[src/rtl/sm_addsub.sv]
module sm_addsub #(
  parameter int W = 8
) (
  input  logic [W-1:0]   a_i,
  input  logic [W-1:0]   b_i,
  input  logic           sub_i,
  output logic [W-1:0]   sum_o,
  output logic           ovf_o,
  output logic           zero_o,
  output logic [W-1:0]   neg_o,
  output logic [2*W-1:0] wide_o
);
  localparam int MW = W - 1;
  localparam int WW = 2 * W;

  logic          sa, sb, same, sgn;
  logic [MW-1:0] ma, mb, dneg, mag;
  logic [MW:0]   sum, dif;

  assign sa   = a_i[W-1];
  assign sb   = b_i[W-1] ^ sub_i;
  assign ma   = a_i[MW-1:0];
  assign mb   = b_i[MW-1:0];
  assign same = (sa == sb);

  assign sum  = {1'b0, ma} + {1'b0, mb};
  assign dif  = {1'b0, ma} + {1'b0, ~mb} + {{MW{1'b0}}, 1'b1};
  assign dneg = ~dif[MW-1:0] + {{(MW-1){1'b0}}, 1'b1};

  assign mag  = same ? sum[MW-1:0] : (dif[MW] ? dif[MW-1:0] : dneg);
  assign sgn  = same ? sa : (dif[MW] ? sa : sb);

  assign zero_o = (mag == '0);
  assign sum_o  = {sgn & ~zero_o, mag};
  assign ovf_o  = same & sum[MW];
  assign neg_o  = {~a_i[W-1], a_i[MW-1:0]};
  assign wide_o = {a_i[W-1], {W{1'b0}}, a_i[MW-1:0]};

  always_comb begin
    AST_SAME_SIGN: assert (!((a_i[W-1] == (b_i[W-1] ^ sub_i)) && sum_o[MW-1:0] != '0) || sum_o[W-1] == a_i[W-1]) else $error("sign mismatch");
    AST_DIFF_BOUND: assert ((a_i[W-1] == (b_i[W-1] ^ sub_i)) || (sum_o[MW-1:0] <= ((ma > mb) ? ma : mb))) else $error("difference too large");
    AST_NO_OVERFLOW: assert (!(ovf_o && (a_i[W-1] != (b_i[W-1] ^ sub_i)))) else $error("overflow on unlike signs");
    AST_ZERO_POS: assert (!zero_o || sum_o == '0) else $error("negative zero out");
    AST_NEG_MAG: assert (neg_o[MW-1:0] == a_i[MW-1:0] && neg_o[W-1] != a_i[W-1]) else $error("negation");
    AST_WIDE_FILL: assert (wide_o[WW-2:MW] == '0 && wide_o[WW-1] == a_i[W-1]) else $error("widening");
  end
endmodule

[config.mk]
export PLATFORM = sky130hd
export DESIGN_NAME = sm_addsub
export DESIGN_NICKNAME = d
export VERILOG_FILES = /design/src/rtl/sm_addsub.sv
export SDC_FILE = /design/constraint.sdc
export NUM_CORES = 1
export LEC_CHECK = 0
export BUFFER_PORTS_ARGS = -buffer_cell sky130_fd_sc_hd__buf_4
export CAP_MARGIN = 5
export CORE_MARGIN = 1
export CORE_UTILIZATION = 46
export DETAILED_ROUTE_END_ITERATION = 8
export PLACE_DENSITY = 0.87
export SLEW_MARGIN = 0
export SYNTH_ARGS = -nofsm -noshare
export SYNTH_HDL_FRONTEND = slang
export SYNTH_SLANG_ARGS = --single-unit
[constraint.sdc]
create_clock -name vclk -period 3.2
set_clock_uncertainty 0.2 [all_clocks]
set_input_delay 0.32 -clock vclk [all_inputs]
set_output_delay 0.32 -clock vclk [all_outputs]
set_load 0.05 [all_outputs]
; After elaboration in Yosys (flattened, before gate mapping)
; Index checks and enable logic that the tools add are counted.
[word_totals]
regBits = 0
inputBits = 17
out_inout_bits = 34
[op_classes]
n_eq_ne = 1
n_bitwise = 7
add_sub_neg = 4
mux = 4
n_reduce_logical = 1
[op_table]
columns = operator, n
row1 = 7-bit by 7-bit adder with 8-bit output, 2
row2 = 7-bit 2-to-1 mux, 2
row3 = 7-bit NOT, 2
row4 = 8-bit by 1-bit adder with 8-bit output (second input constant), 1
row5 = 7-bit by 1-bit adder with 7-bit output (second input constant), 1
row6 = 7-bit logical NOT, 1
row7 = 1-bit AND, 2
row8 = 1-bit 2-to-1 mux, 2
row9 = 1-bit NOT, 2
row10 = 1-bit equality test, 1
row11 = 1-bit XOR, 1

; Longest topological paths before layout
; Gate-level depths: netlist of run 1.
[logic_depth]
word_depth = 10
ltp_mapped = 10
mapped_depth_nobuf = 10

; Worst setup path after synthesis of run 1
; No wires, ideal clock.
[synth_path]
path_kind = input port to output port
startpoint = input port a_i[0]
endpoint = output port sum_o[7]
required_ns = 2.680
arrival_time_ns = 3.267
n_path_buf = 0
setup_slack_ns = -0.587
path_stages = 10
cell_sequence = inv_1 -> ha_1 -> fa_1 -> nor2b_1 -> o22ai_1 -> or2b_1 -> a2111oi_0 -> or4_1 -> a2111oi_4 -> a31oi_1
[synth_between]
elab_chain_cells = 9
[synth_rtl]
columns = element, line_no
row1 = start: declaration, 4  ; input logic [W-1:0] a_i,
row2 = 7-bit by 7-bit adder with 8-bit output, 27  ; assign dif = {1'b0, ma} + {1'b0, ~mb} + {{MW{1'b0}}, 1'b1};
row3 = 8-bit by 1-bit adder with 8-bit output, 27
row4 = 7-bit NOT, 28  ; assign dneg = ~dif[MW-1:0] + {{(MW-1){1'b0}}, 1'b1};
row5 = 7-bit by 1-bit adder with 7-bit output, 28
row6 = 7-bit 2-to-1 mux, 30  ; assign mag = same ? sum[MW-1:0] : (dif[MW] ? dif[MW-1:0] : dneg);
row7 = 7-bit 2-to-1 mux (*), 30
row8 = net sum_o[4], 7  ; output logic [W-1:0] sum_o,
row9 = 7-bit logical NOT (*), 33  ; assign zero_o = (mag == '0);
row10 = 1-bit NOT (*), 34  ; assign sum_o = {sgn & ~zero_o, mag};
row11 = 1-bit AND (*), 34
row12 = end: declaration, 7
; Mark *: on every way through the listed nets, which the timed path passes. The rest lies on a longest branch.

; Final worst setup path of run 1
[layout_path]
startpoint = input port a_i[0]
endpoint = output port zero_o
[layout_between]
elab_chain_cells = 7
[layout_rtl]
columns = element, line_no
row1 = 7-bit by 7-bit adder with 8-bit output, 27
row2 = 8-bit by 1-bit adder with 8-bit output, 27
row3 = 7-bit NOT, 28
row4 = 7-bit by 1-bit adder with 7-bit output, 28
row5 = 7-bit 2-to-1 mux, 30
row6 = 7-bit 2-to-1 mux (*), 30
row7 = 7-bit logical NOT (*), 33
row8 = end: declaration, 9  ; output logic zero_o,
; Every way passes the cells marked *; elsewhere a longest branch is shown, timed or not.

==> flow_metrics.env, run 1 <==
export IMPL_outcome="finished with violations"
export IMPL_failed_checks="negative setup slack"
export IMPL_drt_drc_violations_left=0
export IMPL_fin_crit_ns=3.53
export IMPL_dpl_cell_count=257
export IMPL_regArea_um2=0
export IMPL_period_share=1.10
export IMPL_use_met3=0.0319
export IMPL_power_frac_clock=0
export IMPL_die_h_um=52.6
export IMPL_power_density_cell_area_nw_per_um2=360
export IMPL_worst_slew_pin_transition_ns=0.542
export IMPL_yosys_warnings=0
export IMPL_syn_avg_cell_area_um2=7.40
export IMPL_ctsHoldBuffers=0
export IMPL_fin_ws_ns=-0.328
export IMPL_antenna_found_initial=0
export IMPL_postLayoutCoreUtil=0.872
export IMPL_cp_max_fanout=3
export IMPL_grtUsageMet1=0.397
export IMPL_first_iteration_detailed_routing_drc_count=81
export IMPL_comb_power_share=1.000
export IMPL_timing_final_setup_violations=3
export IMPL_syn_instance_count=159
export IMPL_global_route_peak_usage_layer="met2"
export IMPL_layout_clock_buffers=0
export IMPL_slew_headroom=0.636
export IMPL_initial_utilization=0.507
export IMPL_num_io_pins=51
export IMPL_area_growth_synth_to_final_pct=71.9
export IMPL_final_net_count=271
export IMPL_detail_route_first_pass_iterations=6
export IMPL_drive_above_1_share=0.566
export IMPL_route_detailed_vias_per_inst=6.28
export IMPL_post_layout_total_power_uw=728
export IMPL_crit_path_arrival_time_ns=3.01
export IMPL_pwr_share_seq=0
export IMPL_timing_critical_path_from_type="input pin"
export IMPL_detail_route_wirelength_mm=5.42
export IMPL_preCtsSetupSlack_ns=-0.400
export IMPL_leakage_nw=0.993
export IMPL_port_buffers=43
export IMPL_dr_total_vias=1651
export IMPL_internal_power_uw=290
export IMPL_route_detailed_wl_per_inst_um=20.6
export IMPL_grt_pass1_wl_mm=6.78
export IMPL_fin_cells=263
export IMPL_grt_total_usage=0.330
export IMPL_first_global_vias=1518
export IMPL_swShare=0.602
export IMPL_final_hold_violation_count=0
export IMPL_max_cap_violation_count=0
export IMPL_ir_drop_v=0.000384
export IMPL_cp_end_kind="primary output"
export IMPL_fmax_ghz=0.283
export IMPL_antenna_cells_inserted=0
export IMPL_netlist_area_um2=1180
export IMPL_nFlopsAndLatches=0
export IMPL_global_route_overflow_total=0
export IMPL_dpl_cell_area_um2=1770
export IMPL_worstHoldPathType="input pin to primary output"
export IMPL_filler_cell_count=108
export IMPL_netSwitchingPower_uw=438
export IMPL_hold_ws_ns=0.731
export IMPL_setup_tns_final_ns=-0.868
export IMPL_globalRouteMet2Util=0.593
export IMPL_grt_setup_unrepaired="true"
export IMPL_final_design_area_no_fill_um2=2020
export IMPL_yosysSeqAreaShare=0
export IMPL_worst_ep_required_time_ns=2.68
export IMPL_dp_hpwl_mm=3.29
export IMPL_gp_congestion=0.911
export IMPL_die_w_um=52.6
export IMPL_route_antenna_remaining_nets=0
export IMPL_fp_dieArea_um2=2760
export IMPL_synth_cell_type_count=55
export IMPL_fp_coreArea_um2=2320
export IMPL_maximum_number_of_pins_on_one_net_before_global_route_repair=9
export IMPL_row_count=17
export IMPL_critical_path_class="input pin to primary output"
export IMPL_final_slew_violations=0
cell usage after synthesis, types with 2 or more instances:
master / n / area, um^2
sky130_fd_sc_hd__a211oi_1: 2 / 15.0
sky130_fd_sc_hd__a21oi_1: 11 / 55.1
sky130_fd_sc_hd__and3_1: 4 / 25.0
sky130_fd_sc_hd__buf_4: 23 / 173
sky130_fd_sc_hd__buf_6: 2 / 22.5
sky130_fd_sc_hd__fa_1: 2 / 40.0
sky130_fd_sc_hd__ha_1: 15 / 188
sky130_fd_sc_hd__inv_1: 20 / 75.1
sky130_fd_sc_hd__mux2i_1: 2 / 20.0
sky130_fd_sc_hd__nand2_1: 5 / 18.8
sky130_fd_sc_hd__nand3_1: 7 / 35.0
sky130_fd_sc_hd__nand3b_1: 3 / 22.5
sky130_fd_sc_hd__nand4_1: 2 / 12.5
sky130_fd_sc_hd__nor2_1: 4 / 15.0
sky130_fd_sc_hd__nor2b_1: 3 / 18.8
sky130_fd_sc_hd__nor3_1: 5 / 25.0
sky130_fd_sc_hd__nor3b_1: 2 / 15.0
sky130_fd_sc_hd__o211ai_1: 2 / 15.0
sky130_fd_sc_hd__o21ai_0: 3 / 15.0
sky130_fd_sc_hd__o22ai_1: 2 / 12.5
sky130_fd_sc_hd__o31ai_1: 2 / 15.0
sky130_fd_sc_hd__xnor2_1: 4 / 35.0
sky130_fd_sc_hd__xor2_1: 2 / 17.5
final timing paths:
check | to | cells past startpoint | slack (ns) | startpoint
max | zero_o | 14 | -0.33 | a_i[0]
min | wide_o[6] | 2 | 0.73 | a_i[6]
kinds of logic after synthesis:
| group | count (synthesis) | share of synthesized area |
|---|---|---|
| AO/OA/AOI/OAI | 39 | 0.251 |
| XOR/XNOR | 7 | 0.0585 |
| adder cells (fa/ha/maj) | 17 | 0.194 |
| buffers and inverters | 46 | 0.233 |
| multiplexers | 2 | 0.0170 |
| other | 1 | 0.00319 |
| AND/OR/NAND/NOR | 47 | 0.244 |
cell usage in the layout, fill, tap and decap left out, drive strengths merged, types with 2 or more instances in the layout:
cell type | synthesis | routed
a2111oi | 2 | 2
a211oi | 2 | 2
a21oi | 12 | 12
and2 | 2 | 2
and3 | 5 | 5
buf | 25 | 95
conb | 1 | 8
fa | 2 | 2
ha | 15 | 15
inv | 20 | 20
mux2i | 2 | 2
nand2 | 5 | 5
nand3 | 7 | 7
nand3b | 3 | 3
nand4 | 2 | 2
nor2 | 4 | 4
nor2b | 3 | 3
nor3 | 5 | 5
nor3b | 3 | 3
o211ai | 2 | 2
o21ai | 4 | 4
o22ai | 3 | 3
o31ai | 2 | 2
or2 | 2 | 2
or3 | 3 | 3
xnor2 | 5 | 5
xor2 | 2 | 2
critical path, stage by stage:
cell and delay [ns]:
sky130_fd_sc_hd__buf_8 0.09, sky130_fd_sc_hd__buf_4 0.12, sky130_fd_sc_hd__ha_1 0.19, sky130_fd_sc_hd__inv_1 0.07, sky130_fd_sc_hd__fa_2 0.38, sky130_fd_sc_hd__o21bai_1 0.20
sky130_fd_sc_hd__a21oi_1 0.12, sky130_fd_sc_hd__buf_4 0.15, sky130_fd_sc_hd__o31ai_1 0.30, sky130_fd_sc_hd__buf_4 0.19, sky130_fd_sc_hd__o221ai_1 0.14, sky130_fd_sc_hd__nor3_2 0.35
sky130_fd_sc_hd__and3_4 0.24, sky130_fd_sc_hd__buf_8 0.14
what timing repair did:
item | CTS | global route
resized for setup | 20 | 20
setup endpoints to repair | 5 | 4
buffers inserted | 1 | 6
pin swaps | 12 | 10
routing by layer:
metal	part of all wire	up-vias
met5	0	-
met2	0.49	148
met1	0.38	766
li1	-	695
met3	0.086	42
met4	0.052	0
area by class of cell:
type / instances / area (um^2) / share of cell area
multi-input combinational: 120 / 1150 / 0.567
timing repair buffer: 95 / 758 / 0.375
inverter: 20 / 82.6 / 0.0408
tap: 28 / 35.0 / 0.0173
power groups by stage:
| stage | clock network, mW | logic (mW) | registers (mW) |
|---|---|---|---|
| after floorplan | 0 | 0.403 | 0 |
| after global placement | 0 | 0.580 | 0 |
| after detailed placement | 0 | 0.601 | 0 |
| after CTS | 0 | 0.632 | 0 |
| after global routing | 0 | 0.754 | 0 |
| final | 0 | 0.728 | 0 |
Note: power is estimated with default switching activity, not from simulation.
==> inputs of run 2 (changes only) <==
Settings changed: CORE_UTILIZATION 46 to 45, PLACE_DENSITY 0.87 to 0.76.
==> run 2 against run 1 <==
Against the previous run: the run still ends with negative setup slack left; core utilization is 11 points lower; largest power group unchanged; power is 12% lower; critical path depth is 3 lower; non-clock buffer count is 6 lower; worst setup slack better by 0.17 ns; wire length is 36% lower; die area is 2.1% higher; hold slack worse by 0.0028 ns; highest routed layer unchanged; count of clock-buffer cells in the layout stayed put.
==> flow_metrics.env, run 2 (same netlist as run 1, synthesis figures left out) <==
export IMPL_outcome="finished with violations"
export IMPL_failed_checks="negative setup slack"
export IMPL_power_density_cell_area_nw_per_um2=340
export IMPL_dp_hpwl_mm=2.83
export IMPL_port_buffers=43
export IMPL_ir_drop_v=0.000366
export IMPL_critical_path_class="input pin to primary output"
export IMPL_multi_input_gate_area_in_the_final_layout_um2=1070
export IMPL_max_stage_delay_ns=0.57
export IMPL_detail_route_first_pass_iterations=4
export IMPL_cp_top_family="simple AND/OR/NAND/NOR gates"
export IMPL_antenna_found_initial=0
export IMPL_antenna_cells_inserted=0
export IMPL_final_cell_mix="sky130_fd_sc_hd__buf_4, sky130_fd_sc_hd__inv_1, sky130_fd_sc_hd__ha_1"
export IMPL_die_h_um=53.1
export IMPL_grt_setup_unrepaired="true"
export IMPL_area_growth_synth_to_final_pct=60.9
export IMPL_grt_total_usage=0.253
export IMPL_first_iteration_detailed_routing_drc_count=21
export IMPL_timing_critical_path_buf_inv=3
export IMPL_fmax_ghz=0.298
export IMPL_nFlopsAndLatches=0
export IMPL_setup_tns_final_ns=-0.240
export IMPL_final_hold_violation_count=0
export IMPL_period_share=1.05
export IMPL_global_route_overflow_total=0
export IMPL_drt_drc_violations_left=0
export IMPL_num_io_pins=51
export IMPL_grt_pass1_wl_mm=5.44
export IMPL_timing_critical_path_from_type="input pin"
export IMPL_layout_clock_buffers=0
export IMPL_row_count=18
export IMPL_filler_cell_count=187
export IMPL_gp_congestion=0.838
export IMPL_max_cap_violation_count=0
export IMPL_route_detailed_vias_per_inst=5.25
export IMPL_first_global_vias=1269
export IMPL_cp_end_kind="primary output"
export IMPL_crit_chain="buf_8 -> inv_8 -> ha_4 -> fa_2 -> and3_4 -> nor3b_1 -> a211o_1 -> or3_4 -> a2111oi_4 -> and3_4 -> buf_8"
export IMPL_fin_ws_ns=-0.157
export IMPL_final_net_count=265
export IMPL_detail_route_wirelength_mm=3.47
export IMPL_postLayoutCoreUtil=0.764
export IMPL_drive_above_1_share=0.546
export IMPL_fp_dieArea_um2=2820
export IMPL_fin_crit_ns=3.36
export IMPL_crit_path_arrival_time_ns=2.84
export IMPL_route_detailed_wl_per_inst_um=13.4
export IMPL_cp_max_fanout=3
export IMPL_worstHoldPathType="input pin to primary output"
export IMPL_timing_final_setup_violations=2
export IMPL_dr_total_vias=1361
export IMPL_maximum_number_of_pins_on_one_net_before_global_route_repair=9
export IMPL_mostFrequentLayoutCell="sky130_fd_sc_hd__buf_4"
export IMPL_die_w_um=53.1
export IMPL_route_antenna_remaining_nets=0
export IMPL_post_layout_total_power_uw=643
export IMPL_initial_utilization=0.475
export IMPL_regArea_um2=0
export IMPL_final_slew_violations=0
export IMPL_worst_ep_required_time_ns=2.68
export IMPL_critical_path_slowest_cell="sky130_fd_sc_hd__fa_2"
export IMPL_fp_coreArea_um2=2480
export IMPL_leakage_nw=0.937
## run 2: cell types whose count changed in the layout (fill, tap and decap cells not counted), moves of 2 or more
cell,change
sky130_fd_sc_hd__xnor2_4,-2
sky130_fd_sc_hd__o31ai_2,+2
sky130_fd_sc_hd__buf_4,-2
sky130_fd_sc_hd__buf_6,-4
sky130_fd_sc_hd__xnor2_1,+2
## run 2: power by group
part	internal (mW)	total, mW	switching [mW]
logic	0.265	0.643	0.378
registers	0	0	0
clock network	0	0	0
## run 2: cell type report
type	instances	share of cell area
Inverter	20	0.0437
Multi-Input combinational cell	120	0.567
Tap cell	30	0.0198
Timing Repair Buffer	89	0.369
## run 2: final timing paths
| path | startpoint | end | depth (start not counted) |
|---|---|---|---|
| worst max-delay path | a_i[0] | zero_o | 11 |
| worst min-delay path | a_i[4] | neg_o[4] | 2 |
## run 2: metrics by stage
| stage | instance area, um^2 | hold WS (ns) | worst slack, ns | std cells |
|---|---|---|---|---|
| 4_1_cts | 1860 | 0.730 | -0.179 | 258 |
| 6_report | 1890 | 0.728 | -0.157 | 259 |
| 5_1_grt | 1890 | 0.737 | -0.234 | 259 |
| 3_3_place_gp | 1750 | 0.725 | -0.291 | 255 |
| 2_1_floorplan | 1270 | 0.607 | -0.105 | 166 |
| 3_5_place_dp | 1750 | 0.730 | -0.369 | 255 |
## run 2: repair_timing
action	CTS	global route
buffers inserted	3	1
pin swaps	8	2
gates resized for setup	23	4
hold buffers	0	0
setup endpoints to repair	4	3
## run 2: routing by layer
metal | global-route usage | vias to the layer above | part of all wire
li1 | - | 673 | -
met1 | 0.283 | 642 | 0.39
met2 | 0.515 | 44 | 0.56
met3 | 0.0115 | 2 | 0.035
met4 | 0.0482 | 0 | 0.0061
met5 | 0 | - | 0
==> inputs of run 3 (changes only) <==
==> constraint.sdc (replaced) <==
create_clock -name vclk -period 3.2
set_clock_uncertainty 0.2 [all_clocks]
set_input_delay 0.48 -clock vclk [all_inputs]
set_output_delay 0.48 -clock vclk [all_outputs]
set_load 0.05 [all_outputs]
==> run 3 against run 2 <==
Against the previous run: the run still ends with negative setup slack left; first-iteration DRC count grew 52%; count of clock-buffer cells in the layout is the same; die area is the same; hold slack gained 0.33 ns; worst setup slack lost 0.55 ns; sequential cell count is the same; critical path depth grew 1; design area grew 7.9%; maximum frequency shrank 14%; final cell count grew 4.6%; combinational power grew 13%; sequential share of layout area is the same; largest cell class unchanged.
==> flow_metrics.env, run 3 (same netlist as run 1, synthesis figures left out) <==
export IMPL_outcome="finished with violations"
export IMPL_failed_checks="negative setup slack"
export IMPL_antenna_found_initial=0
export IMPL_dp_hpwl_mm=2.86
export IMPL_antenna_cells_inserted=0
export IMPL_die_h_um=53.1
export IMPL_max_cap_violation_count=0
export IMPL_area_growth_synth_to_final_pct=73.5
export IMPL_fp_dieArea_um2=2820
export IMPL_postLayoutCoreUtil=0.824
export IMPL_fin_ws_ns=-0.706
export IMPL_grt_total_usage=0.297
export IMPL_gp_congestion=0.885
export IMPL_ir_drop_v=0.000438
export IMPL_row_count=18
export IMPL_cp_end_kind="primary output"
export IMPL_worstHoldPathType="input pin to primary output"
export IMPL_drive_above_1_share=0.573
export IMPL_route_antenna_remaining_nets=0
export IMPL_route_detailed_vias_per_inst=5.44
export IMPL_final_hold_violation_count=0
export IMPL_num_io_pins=51
export IMPL_layout_clock_buffers=0
export IMPL_detail_route_first_pass_iterations=4
export IMPL_route_detailed_wl_per_inst_um=15.6
export IMPL_power_density_cell_area_nw_per_um2=355
export IMPL_fp_coreArea_um2=2480
export IMPL_dr_max_layer_used="met4"
export IMPL_grt_setup_unrepaired="true"
export IMPL_dr_total_vias=1474
export IMPL_crit_path_arrival_time_ns=3.23
export IMPL_post_layout_total_power_uw=724
export IMPL_fin_cells=271
export IMPL_nFlopsAndLatches=0
export IMPL_worst_ep_required_time_ns=2.52
export IMPL_drt_drc_violations_left=0
export IMPL_grt_pass1_wl_mm=6.27
export IMPL_timing_final_setup_violations=7
export IMPL_leakage_nw=1.02
export IMPL_met2RoutedLength_mm=2.32
export IMPL_cp_max_fanout=3
export IMPL_hold_ws_ns=1.06
export IMPL_final_design_area_no_fill_um2=2040
export IMPL_dpl_cell_area_um2=1810
export IMPL_port_buffers=43
export IMPL_first_iteration_detailed_routing_drc_count=32
export IMPL_period_share=1.22
export IMPL_regArea_um2=0
export IMPL_timing_critical_path_from_type="input pin"
export IMPL_die_w_um=53.1
export IMPL_first_global_vias=1515
export IMPL_dpl_cell_count=263
export IMPL_final_cell_mix="sky130_fd_sc_hd__buf_4, sky130_fd_sc_hd__inv_1, sky130_fd_sc_hd__ha_1"
export IMPL_fin_crit_ns=3.91
export IMPL_filler_cell_count=159
export IMPL_detail_route_wirelength_mm=4.22
export IMPL_final_net_count=277
export IMPL_initial_utilization=0.475
export IMPL_final_slew_violations=0
export IMPL_global_route_overflow_total=0
export IMPL_critical_path_class="input pin to primary output"
export IMPL_fmax_ghz=0.256
export IMPL_maximum_number_of_pins_on_one_net_before_global_route_repair=8
export IMPL_wl_met1_mm=1.56
export IMPL_met3_length_um=182
export IMPL_mostFrequentLayoutCell="sky130_fd_sc_hd__buf_4"
[run 3: worst max-delay path, stage by stage]
cell and delay (ns):
sky130_fd_sc_hd__buf_8 0.09, sky130_fd_sc_hd__inv_8 0.03, sky130_fd_sc_hd__ha_4 0.15, sky130_fd_sc_hd__fa_2 0.57
sky130_fd_sc_hd__ha_4 0.17, sky130_fd_sc_hd__nand3_2 0.09, sky130_fd_sc_hd__mux2i_4 0.21, sky130_fd_sc_hd__a2111oi_2 0.06
sky130_fd_sc_hd__or4_4 0.58, sky130_fd_sc_hd__a2111oi_4 0.40, sky130_fd_sc_hd__and3_4 0.25, sky130_fd_sc_hd__buf_8 0.14
[run 3: layout make-up]
| type | count | area [um^2] | area share |
|---|---|---|---|
| Inverter | 20 | 82.6 | 0.0405 |
| Multi-Input combinational cell | 120 | 1100 | 0.540 |
| Tap cell | 30 | 37.5 | 0.0184 |
| Timing Repair Buffer | 101 | 818 | 0.401 |
[run 3: final timing paths]
check  slack [ns]    from  cells after the start         end
max         -0.71  a_i[0]                     12      zero_o
min          1.06  a_i[7]                      2  wide_o[15]
[run 3: routing by layer]
| metal | global-route usage | vias to the layer above |
|---|---|---|
| li1 | - | 700 |
| met1 | 0.310 | 704 |
| met2 | 0.576 | 54 |
| met3 | 0.0287 | 16 |
| met4 | 0.145 | 0 |
| met5 | 0 | - |
[run 3: power breakdown]
part	internal, mW	switching (mW)	total, mW
Combinational	0.315	0.409	0.724
Sequential	0	0	0
Clock	0	0	0
[run 3: through the flow]
stage | TNS, ns | worst slack, ns
after floorplan | -0.938 | -0.425
after detailed placement | -2.46 | -0.681
after global routing | -2.67 | -0.756
after global placement | -2.09 | -0.614
after CTS | -1.78 | -0.569
final | -2.33 | -0.706
[run 3: repair_timing]
action / 4_1_cts / 5_1_grt
resized for setup: 31 / 8
hold buffers: 0 / 0
endpoints found under the setup margin: 6 / 7
setup buffers: 8 / 0
pin swaps: 18 / 5
